--- config.mk ---
export PLATFORM = sky130hd
export DESIGN_NAME = gpio_wake_bank
export DESIGN_NICKNAME = d
export VERILOG_FILES = /design/src/rtl/gpio_wake_pkg.sv /design/src/rtl/gpio_sync_filter.sv /design/src/rtl/gpio_edge_lane.sv /design/src/rtl/gpio_csr.sv /design/src/rtl/gpio_wake_bank.sv
export SDC_FILE = /design/constraint.sdc
export NUM_CORES = 1
export LEC_CHECK = 0
export BUFFER_PORTS_ARGS = -buffer_cell sky130_fd_sc_hd__buf_2
export CAP_MARGIN = 10
export CORE_ASPECT_RATIO = 1.25
export CORE_MARGIN = 2
export CORE_UTILIZATION = 45
export DETAILED_ROUTE_END_ITERATION = 6
export GPL_TIMING_DRIVEN = 0
export PLACE_DENSITY = 0.67
export SLEW_MARGIN = 0
export SYNTH_ARGS = -nofsm -noshare
export SYNTH_HDL_FRONTEND = slang
export SYNTH_SLANG_ARGS = --single-unit
--- constraint.sdc ---
create_clock -name clk -period 2.4 [get_ports clk]
set_input_delay 0.24 -clock clk [delete_from_list [all_inputs] [get_ports clk]]
set_output_delay 0.24 -clock clk [all_outputs]
set_load 0.1 [all_outputs]
--- src/rtl/gpio_wake_pkg.sv ---
package gpio_wake_pkg;

    localparam int ADDR_W = 4;

    typedef enum logic [ADDR_W-1:0] {
        REG_DIR    = 4'd0,
        REG_OUT    = 4'd1,
        REG_SET    = 4'd2,
        REG_CLR    = 4'd3,
        REG_IN     = 4'd4,
        REG_IRQEN  = 4'd5,
        REG_WAKEEN = 4'd6,
        REG_RISE   = 4'd7,
        REG_FALL   = 4'd8,
        REG_STAT   = 4'd9,
        REG_STBY   = 4'd10,
        REG_BYP    = 4'd11
    } reg_addr_e;

    // Per-pin configuration slice handed to each input lane
    typedef struct packed {
        logic is_out;
        logic bypass;
        logic rise_en;
        logic fall_en;
    } lane_cfg_t;

    function automatic logic edge_match(input logic prev, input logic cur,
                                        input logic rise_en, input logic fall_en);
        return (rise_en & ~prev & cur) | (fall_en & prev & ~cur);
    endfunction

endpackage

--- src/rtl/gpio_sync_filter.sv ---
module gpio_sync_filter #(
    parameter int FILT_LEN    = 5,
    parameter int SYNC_STAGES = 2
) (
    input  logic clk,
    input  logic rst,
    input  logic raw,
    input  logic bypass,
    output logic sync_o,
    output logic filt_o,
    output logic level_o
);
    localparam int CNT_W = $clog2(FILT_LEN + 1);

    logic [SYNC_STAGES-1:0] sync_sr;
    logic [CNT_W-1:0]       cnt_q;
    logic                   filt_q;

    always_ff @(posedge clk) begin
        if (rst) sync_sr <= '0;
        else     sync_sr <= {sync_sr[SYNC_STAGES-2:0], raw};
    end

    assign sync_o = sync_sr[SYNC_STAGES-1];

    // Counts samples that disagree with the accepted level
    always_ff @(posedge clk) begin
        if (rst) begin
            cnt_q  <= '0;
            filt_q <= 1'b0;
        end else if (sync_o == filt_q) begin
            cnt_q <= '0;
        end else if (cnt_q == CNT_W'(FILT_LEN - 1)) begin
            filt_q <= sync_o;
            cnt_q  <= '0;
        end else begin
            cnt_q <= cnt_q + 1'b1;
        end
    end

    assign filt_o  = filt_q;
    assign level_o = bypass ? sync_o : filt_q;

endmodule

--- src/rtl/gpio_edge_lane.sv ---
module gpio_edge_lane
    import gpio_wake_pkg::*;
(
    input  logic      clk,
    input  logic      rst,
    input  lane_cfg_t cfg,
    input  logic      level,
    output logic      edge_hit
);
    logic prev_q;

    always_ff @(posedge clk) begin
        if (rst) prev_q <= 1'b0;
        else     prev_q <= level;
    end

    assign edge_hit = ~cfg.is_out & edge_match(prev_q, level, cfg.rise_en, cfg.fall_en);

endmodule

--- src/rtl/gpio_csr.sv ---
module gpio_csr
    import gpio_wake_pkg::*;
#(
    parameter int NPINS = 8
) (
    input  logic              clk,
    input  logic              rst,
    input  logic              we,
    input  logic [ADDR_W-1:0] addr,
    input  logic [NPINS-1:0]  wdata,
    output logic [NPINS-1:0]  rdata,
    input  logic [NPINS-1:0]  edge_hit,
    input  logic [NPINS-1:0]  in_level,
    input  logic [NPINS-1:0]  pin_drv,
    output logic [NPINS-1:0]  dir_q,
    output logic [NPINS-1:0]  out_q,
    output logic [NPINS-1:0]  stby_val_q,
    output logic [NPINS-1:0]  bypass_q,
    output logic [NPINS-1:0]  rise_q,
    output logic [NPINS-1:0]  fall_q,
    output logic [NPINS-1:0]  irq_en_q,
    output logic [NPINS-1:0]  wake_en_q,
    output logic [NPINS-1:0]  status_q
);
    reg_addr_e        sel;
    logic [NPINS-1:0] w1c_mask;

    assign sel      = reg_addr_e'(addr);
    assign w1c_mask = (we && sel == REG_STAT) ? wdata : '0;

    always_ff @(posedge clk) begin
        if (rst) begin
            dir_q      <= '0;
            out_q      <= '0;
            stby_val_q <= '0;
            bypass_q   <= '0;
            rise_q     <= '0;
            fall_q     <= '0;
            irq_en_q   <= '0;
            wake_en_q  <= '0;
        end else if (we) begin
            case (sel)
                REG_DIR:    dir_q      <= wdata;
                REG_OUT:    out_q      <= wdata;
                REG_SET:    out_q      <= out_q | wdata;
                REG_CLR:    out_q      <= out_q & ~wdata;
                REG_IRQEN:  irq_en_q   <= wdata;
                REG_WAKEEN: wake_en_q  <= wdata;
                REG_RISE:   rise_q     <= wdata;
                REG_FALL:   fall_q     <= wdata;
                REG_STBY:   stby_val_q <= wdata;
                REG_BYP:    bypass_q   <= wdata;
                default: ;
            endcase
        end
    end

    // New edges take priority over a same-cycle clear
    always_ff @(posedge clk) begin
        if (rst) status_q <= '0;
        else     status_q <= (status_q & ~w1c_mask) | edge_hit;
    end

    always_comb begin
        case (sel)
            REG_DIR:    rdata = dir_q;
            REG_OUT:    rdata = out_q;
            REG_IN:     rdata = (pin_drv & dir_q) | (in_level & ~dir_q);
            REG_IRQEN:  rdata = irq_en_q;
            REG_WAKEEN: rdata = wake_en_q;
            REG_RISE:   rdata = rise_q;
            REG_FALL:   rdata = fall_q;
            REG_STAT:   rdata = status_q;
            REG_STBY:   rdata = stby_val_q;
            REG_BYP:    rdata = bypass_q;
            default:    rdata = '0;
        endcase
    end

endmodule

--- src/rtl/gpio_wake_bank.sv ---
module gpio_wake_bank
    import gpio_wake_pkg::*;
#(
    parameter int NPINS       = 8,
    parameter int FILT_LEN    = 5,
    parameter int SYNC_STAGES = 2
) (
    input  logic              clk,
    input  logic              rst,
    input  logic              we,
    input  logic [ADDR_W-1:0] addr,
    input  logic [NPINS-1:0]  wdata,
    output logic [NPINS-1:0]  rdata,
    input  logic [NPINS-1:0]  pin_in,
    input  logic              stby,
    output logic [NPINS-1:0]  pin_out,
    output logic [NPINS-1:0]  pin_oe,
    output logic              irq,
    output logic              wake
);
    logic [NPINS-1:0] dir_q, out_q, stby_val_q, bypass_q;
    logic [NPINS-1:0] rise_q, fall_q, irq_en_q, wake_en_q, status_q;
    logic [NPINS-1:0] sync_lvl, filt_lvl, in_level, edge_hit;

    for (genvar i = 0; i < NPINS; i++) begin : g_lane
        lane_cfg_t cfg;
        assign cfg = '{is_out: dir_q[i], bypass: bypass_q[i],
                       rise_en: rise_q[i], fall_en: fall_q[i]};

        gpio_sync_filter #(
            .FILT_LEN    (FILT_LEN),
            .SYNC_STAGES (SYNC_STAGES)
        ) u_filt (
            .clk     (clk),
            .rst     (rst),
            .raw     (pin_in[i]),
            .bypass  (cfg.bypass),
            .sync_o  (sync_lvl[i]),
            .filt_o  (filt_lvl[i]),
            .level_o (in_level[i])
        );

        gpio_edge_lane u_edge (
            .clk      (clk),
            .rst      (rst),
            .cfg      (cfg),
            .level    (in_level[i]),
            .edge_hit (edge_hit[i])
        );
    end

    gpio_csr #(.NPINS(NPINS)) u_csr (
        .clk        (clk),
        .rst        (rst),
        .we         (we),
        .addr       (addr),
        .wdata      (wdata),
        .rdata      (rdata),
        .edge_hit   (edge_hit),
        .in_level   (in_level),
        .pin_drv    (pin_out),
        .dir_q      (dir_q),
        .out_q      (out_q),
        .stby_val_q (stby_val_q),
        .bypass_q   (bypass_q),
        .rise_q     (rise_q),
        .fall_q     (fall_q),
        .irq_en_q   (irq_en_q),
        .wake_en_q  (wake_en_q),
        .status_q   (status_q)
    );

    assign pin_out = stby ? stby_val_q : out_q;
    assign pin_oe  = dir_q;
    assign irq     = |(status_q & irq_en_q);
    assign wake    = |(status_q & wake_en_q);

endmodule

==> metrics.md <==
| Metric | Value |
|---|---|
| Status | `finished with violations` |
| Failing checks | `design-rule violations` |
| Rows | `47` |
| Met1 GRT Util | `32.61%` |
| Worst Hold Path EP | `g_lane[3].u_filt.sync_sr[0]$_SDFF_PP0_` |
| Netlist cell types | `54` |
| Fin crit share | `a little over nine tenths` |
| Synth async-reset ratio | `0%` |
| I/O Pins | `50` |
| Warnings, synthesis | `0` |
| Clock Power Share | `a little over 50%` |
| Tmin final | `roughly 2300 ps` |
| DR vias | `5452` |
| Hold-fix buffers at CTS | `0` |
| Detail Route Antenna Nets | `0` |
| Post-synth top flop | `dfxtp_1` |
| Gpl congestion | `approximately 1.0` |
| Sequential Power Share | `about two fifths` |
| Count leader, synth | `dfxtp_1` |
| Final Hold Viols | `0` |
| Crit path max fanout | `10` |
| CTS Sinks | `128` |
| Nets@finish | `794` |
| Final Non-Filler Cells | `approximately 940` |
| Clk_lat worst skew | `~420 ps` |
| EDFF count, synth | `0` |
| Synth area leader | `dfxtp_1` |
| Grt total ovfl | `0` |
| Worst Tran Pin Value | `around 1100 ps` |
| Width of the die | `roughly 110 um` |
| Vias in the first global route | `about 5300` |
| First-pass GRT wire length | `28820 um` |
| Root Driver | `clkbuf_16` |
| Commonest cells in the netlist | `dfxtp_1 (128), nor2_1 (77), nand2_1 (62)` |
| Layout cells sized above 1 | `~17%` |
| WL/cell | `roughly 20 um` |
| Busiest grt layer | `met2` |
| Worst slew margin | `27.74%` |
| First-pass detailed-route iteration total | `7` |
| CTS Buf Count | `17` |
| Vias per inst | `around 5.8` |
| RSZ-0062 raised after global routing | `no` |
| Hold path cells | `2` |
| CP most frequent cell | `buf_2` |
| Logic pwr share | `under 10%` |
| Post-DP HPWL | `approximately 13000 um` |
| Register area | `between 0.002 and 0.003 mm2` |
| FF-to-FF End | `u_csr.status_q[4]$_SDFF_PP0_` |
| Top-area cell type share of the netlist area | `a little over two fifths` |
| Wirelength, routed | `~19000 um` |
| Core ar. | `around 0.013 mm2` |
| Longest Clk Path Bufs | `2` |
| Net Switching | `about 1.3 mW` |
| Seq/Total Area, Yosys | `42.23%` |
| Worst path max stage delay | `between 600 and 700 ps` |
| Initial Util | `45.86%` |
| Fmax | `roughly 0.43 GHz` |
| Origin of the critical flop-to-flop path | `u_csr.bypass_q[4]$_SDFFE_PP0P_` |
| Antenna violations before repair | `0` |
| Post-Syn Area | `between 0.006 and 0.007 mm2` |
| Internal power | `3.928 mW` |
| Die height | `between 100 and 150 um` |
| Placed insts | `906` |
| Clk_skew | `between 7 and 8 ps` |
| Met3 Use GR | `about 5.2%` |
| Area occupied by multi-input gates | `0.003167 mm2` |
| Leak | `about 2.8 nW` |
| Hold Crit Class | `in2reg` |
| ANT cells | `0` |
| Htree depth | `4` |
| Register name with the most flops | `g_lane.u_filt.cnt_q` |
| R2R depth | `4` |
| Flops & latches, synth | `128` |
| DRC | `1` |
| Switch share | `approximately 25%` |
| Worst IR drop on VDD | `about 0.00047 V` |
| Met2 usage | `between 40% and 50%` |
| Synth-to-Final Area Change | `17.55%` |
| Die area | `0.01444 mm2` |
| Post-Syn Instances | `697` |
| Slowest stage cell, crit path | `nor2b_1` |
| Crit path kind | `in2out` |
| Regs by FF count | `g_lane.u_filt.cnt_q (24), g_lane.u_filt.sync_sr (16)` |
| Power per standard cell area | `between 700 and 800 mW/mm2` |
| 1st-iter DRT viols | `560` |
| IO Port Bufs | `38` |
| Worst hold slack | `~30 ps` |
| Avg Inst Size Synth | `8.706 um2` |
| Fillers | `1223` |
| Fin. max-slew vios | `0` |
| Crit path cell chain | `buf_2 -> buf_2 -> nor2b_1 -> a221o_1 -> a21oi_1 -> o22ai_2 -> buf_2` |
| All-Layer GR Usage | `26.33%` |
| Count of final setup violators | `0` |
| CTS tree | `built` |
| CP Capture Type | `primary output` |
| Clk pin slew, worst setup/hold paths | `60 ps` |
| Synth top area cells | `dfxtp_1 (42%), mux2i_1 (9.6%), nor2_1 (4.8%), a21oi_1 (4.4%), nand2_1 (3.8%)` |
| Worst reg-to-reg setup slack | `roughly 900 ps` |
| Largest net degree at the start of global routing | `17` |
| Crit start category | `input pin` |
| Crit path required time | `2160 ps` |
| Critical hold path startpoint | `pin_in[3]` |
| Max FFs per register | `24` |
| Crit path DAT | `between 2000 and 2500 ps` |
| Setup Buffers After CTS | `0` |
| Synth Net Count | `between 700 and 800` |
| Max_cap viols | `0` |
==> cells in the final DEF (no fill, tap or decap), types with 5 or more instances in the layout <==
cell	count
a21oi_1	52
nand2_1	62
xnor2_1	8
and3_1	22
clkbuf_16	17
buf_4	9
nor2_1	77
or3b_2	6
mux2i_1	57
ha_1	16
dfxtp_1	128
a21o_1	5
nor3b_1	5
a22oi_1	15
buf_2	49
o21ai_0	36
nor2b_1	20
mux2_2	14
inv_1	25
nor3_1	8
nand3_1	28
clkbuf_1	28
==> cell families (layout without fill, tap and decap cells) <==
kind of cell    after synthesis  count (layout)  synth area share [%]
xor+xnor                      8               8                 1.155
fa+ha+maj                    16              16                 3.299
buf+inv                      80             150                 6.247
flops                       128             128                 42.23
simple gates                248             248                 19.96
mux                          74              74                 12.54
compound gates              143             143                 14.58
==> routing by layer <==
layer / part of all wire [%] / wire [um]
met1: 39 / 7307
met2: 47 / 8781
met3: 8.2 / 1530
met4: 5.3 / 988
met5: 0 / 0
==> power by group through the flow <==
| stage | sequential [mW] | clock, mW | combinational, mW |
|---|---|---|---|
| floorplan | 2.22 | 0 | 0.272 |
| global placement | 2.23 | 0 | 0.386 |
| detailed placement | 2.23 | 0 | 0.390 |
| CTS | 2.18 | 2.66 | 0.393 |
| global route | 2.18 | 2.77 | 0.420 |
| finish | 2.18 | 2.65 | 0.400 |
==> area by class of cell <==
type / count / area share [%]
Timing Repair Buffer: 38 / 2.666
Tap cell: 171 / 2.999
Sequential cell: 128 / 35.92
Buffer: 55 / 4.227
Clock inverter: 13 / 2.263
Multi-Input combinational cell: 489 / 44.40
Inverter: 25 / 1.316
Clock buffer: 19 / 6.209
==> per-stage QoR <==
step | worst slack [ps] | instance area, um2 | power [mW] | util (%) | setup TNS, ps
floorplan | -166.1 | 6110 | 2.491 | - | -166.1
global placement | -58.15 | 6514 | 2.611 | 49.23 | -94.77
detailed placement | 0.6817 | 6514 | 2.617 | 49.23 | 0
CTS | 35.13 | 7123 | 5.236 | 53.83 | 0
global route | 25.50 | 7133 | 5.376 | 53.91 | 0
finish | 56.33 | 7133 | 5.235 | 53.91 | 0
==> critical path, delay by kind of cell <==
kind | cells | cell delay (ps)
buffers and inverters | 3 | 770
and+or+nand+nor | 1 | 620
AOI/OAI and AO/OA | 3 | 460
==> repair_timing <==
item / 4_1_cts / 5_1_grt
setup endpoints to repair: 1 / 5
cloned: 0 / 0
hold endpoints to repair: 0 / 0
resized for setup: 1 / 3
==> worst max path at each step <==
stage / slack (ps) / cells after the start / endpoint / startpoint
2_1_floorplan: -170 / 4 / rdata[6] / stby
3_3_place_gp: -60 / 7 / rdata[4] / addr[0]
5_1_grt: 30 / 7 / rdata[3] / addr[0]
3_5_place_dp: 0.7 / 7 / rdata[4] / addr[0]
6_report: 60 / 7 / rdata[3] / addr[0]
4_1_cts: 40 / 7 / rdata[3] / addr[0]
(Power assumes the default switching activity.)
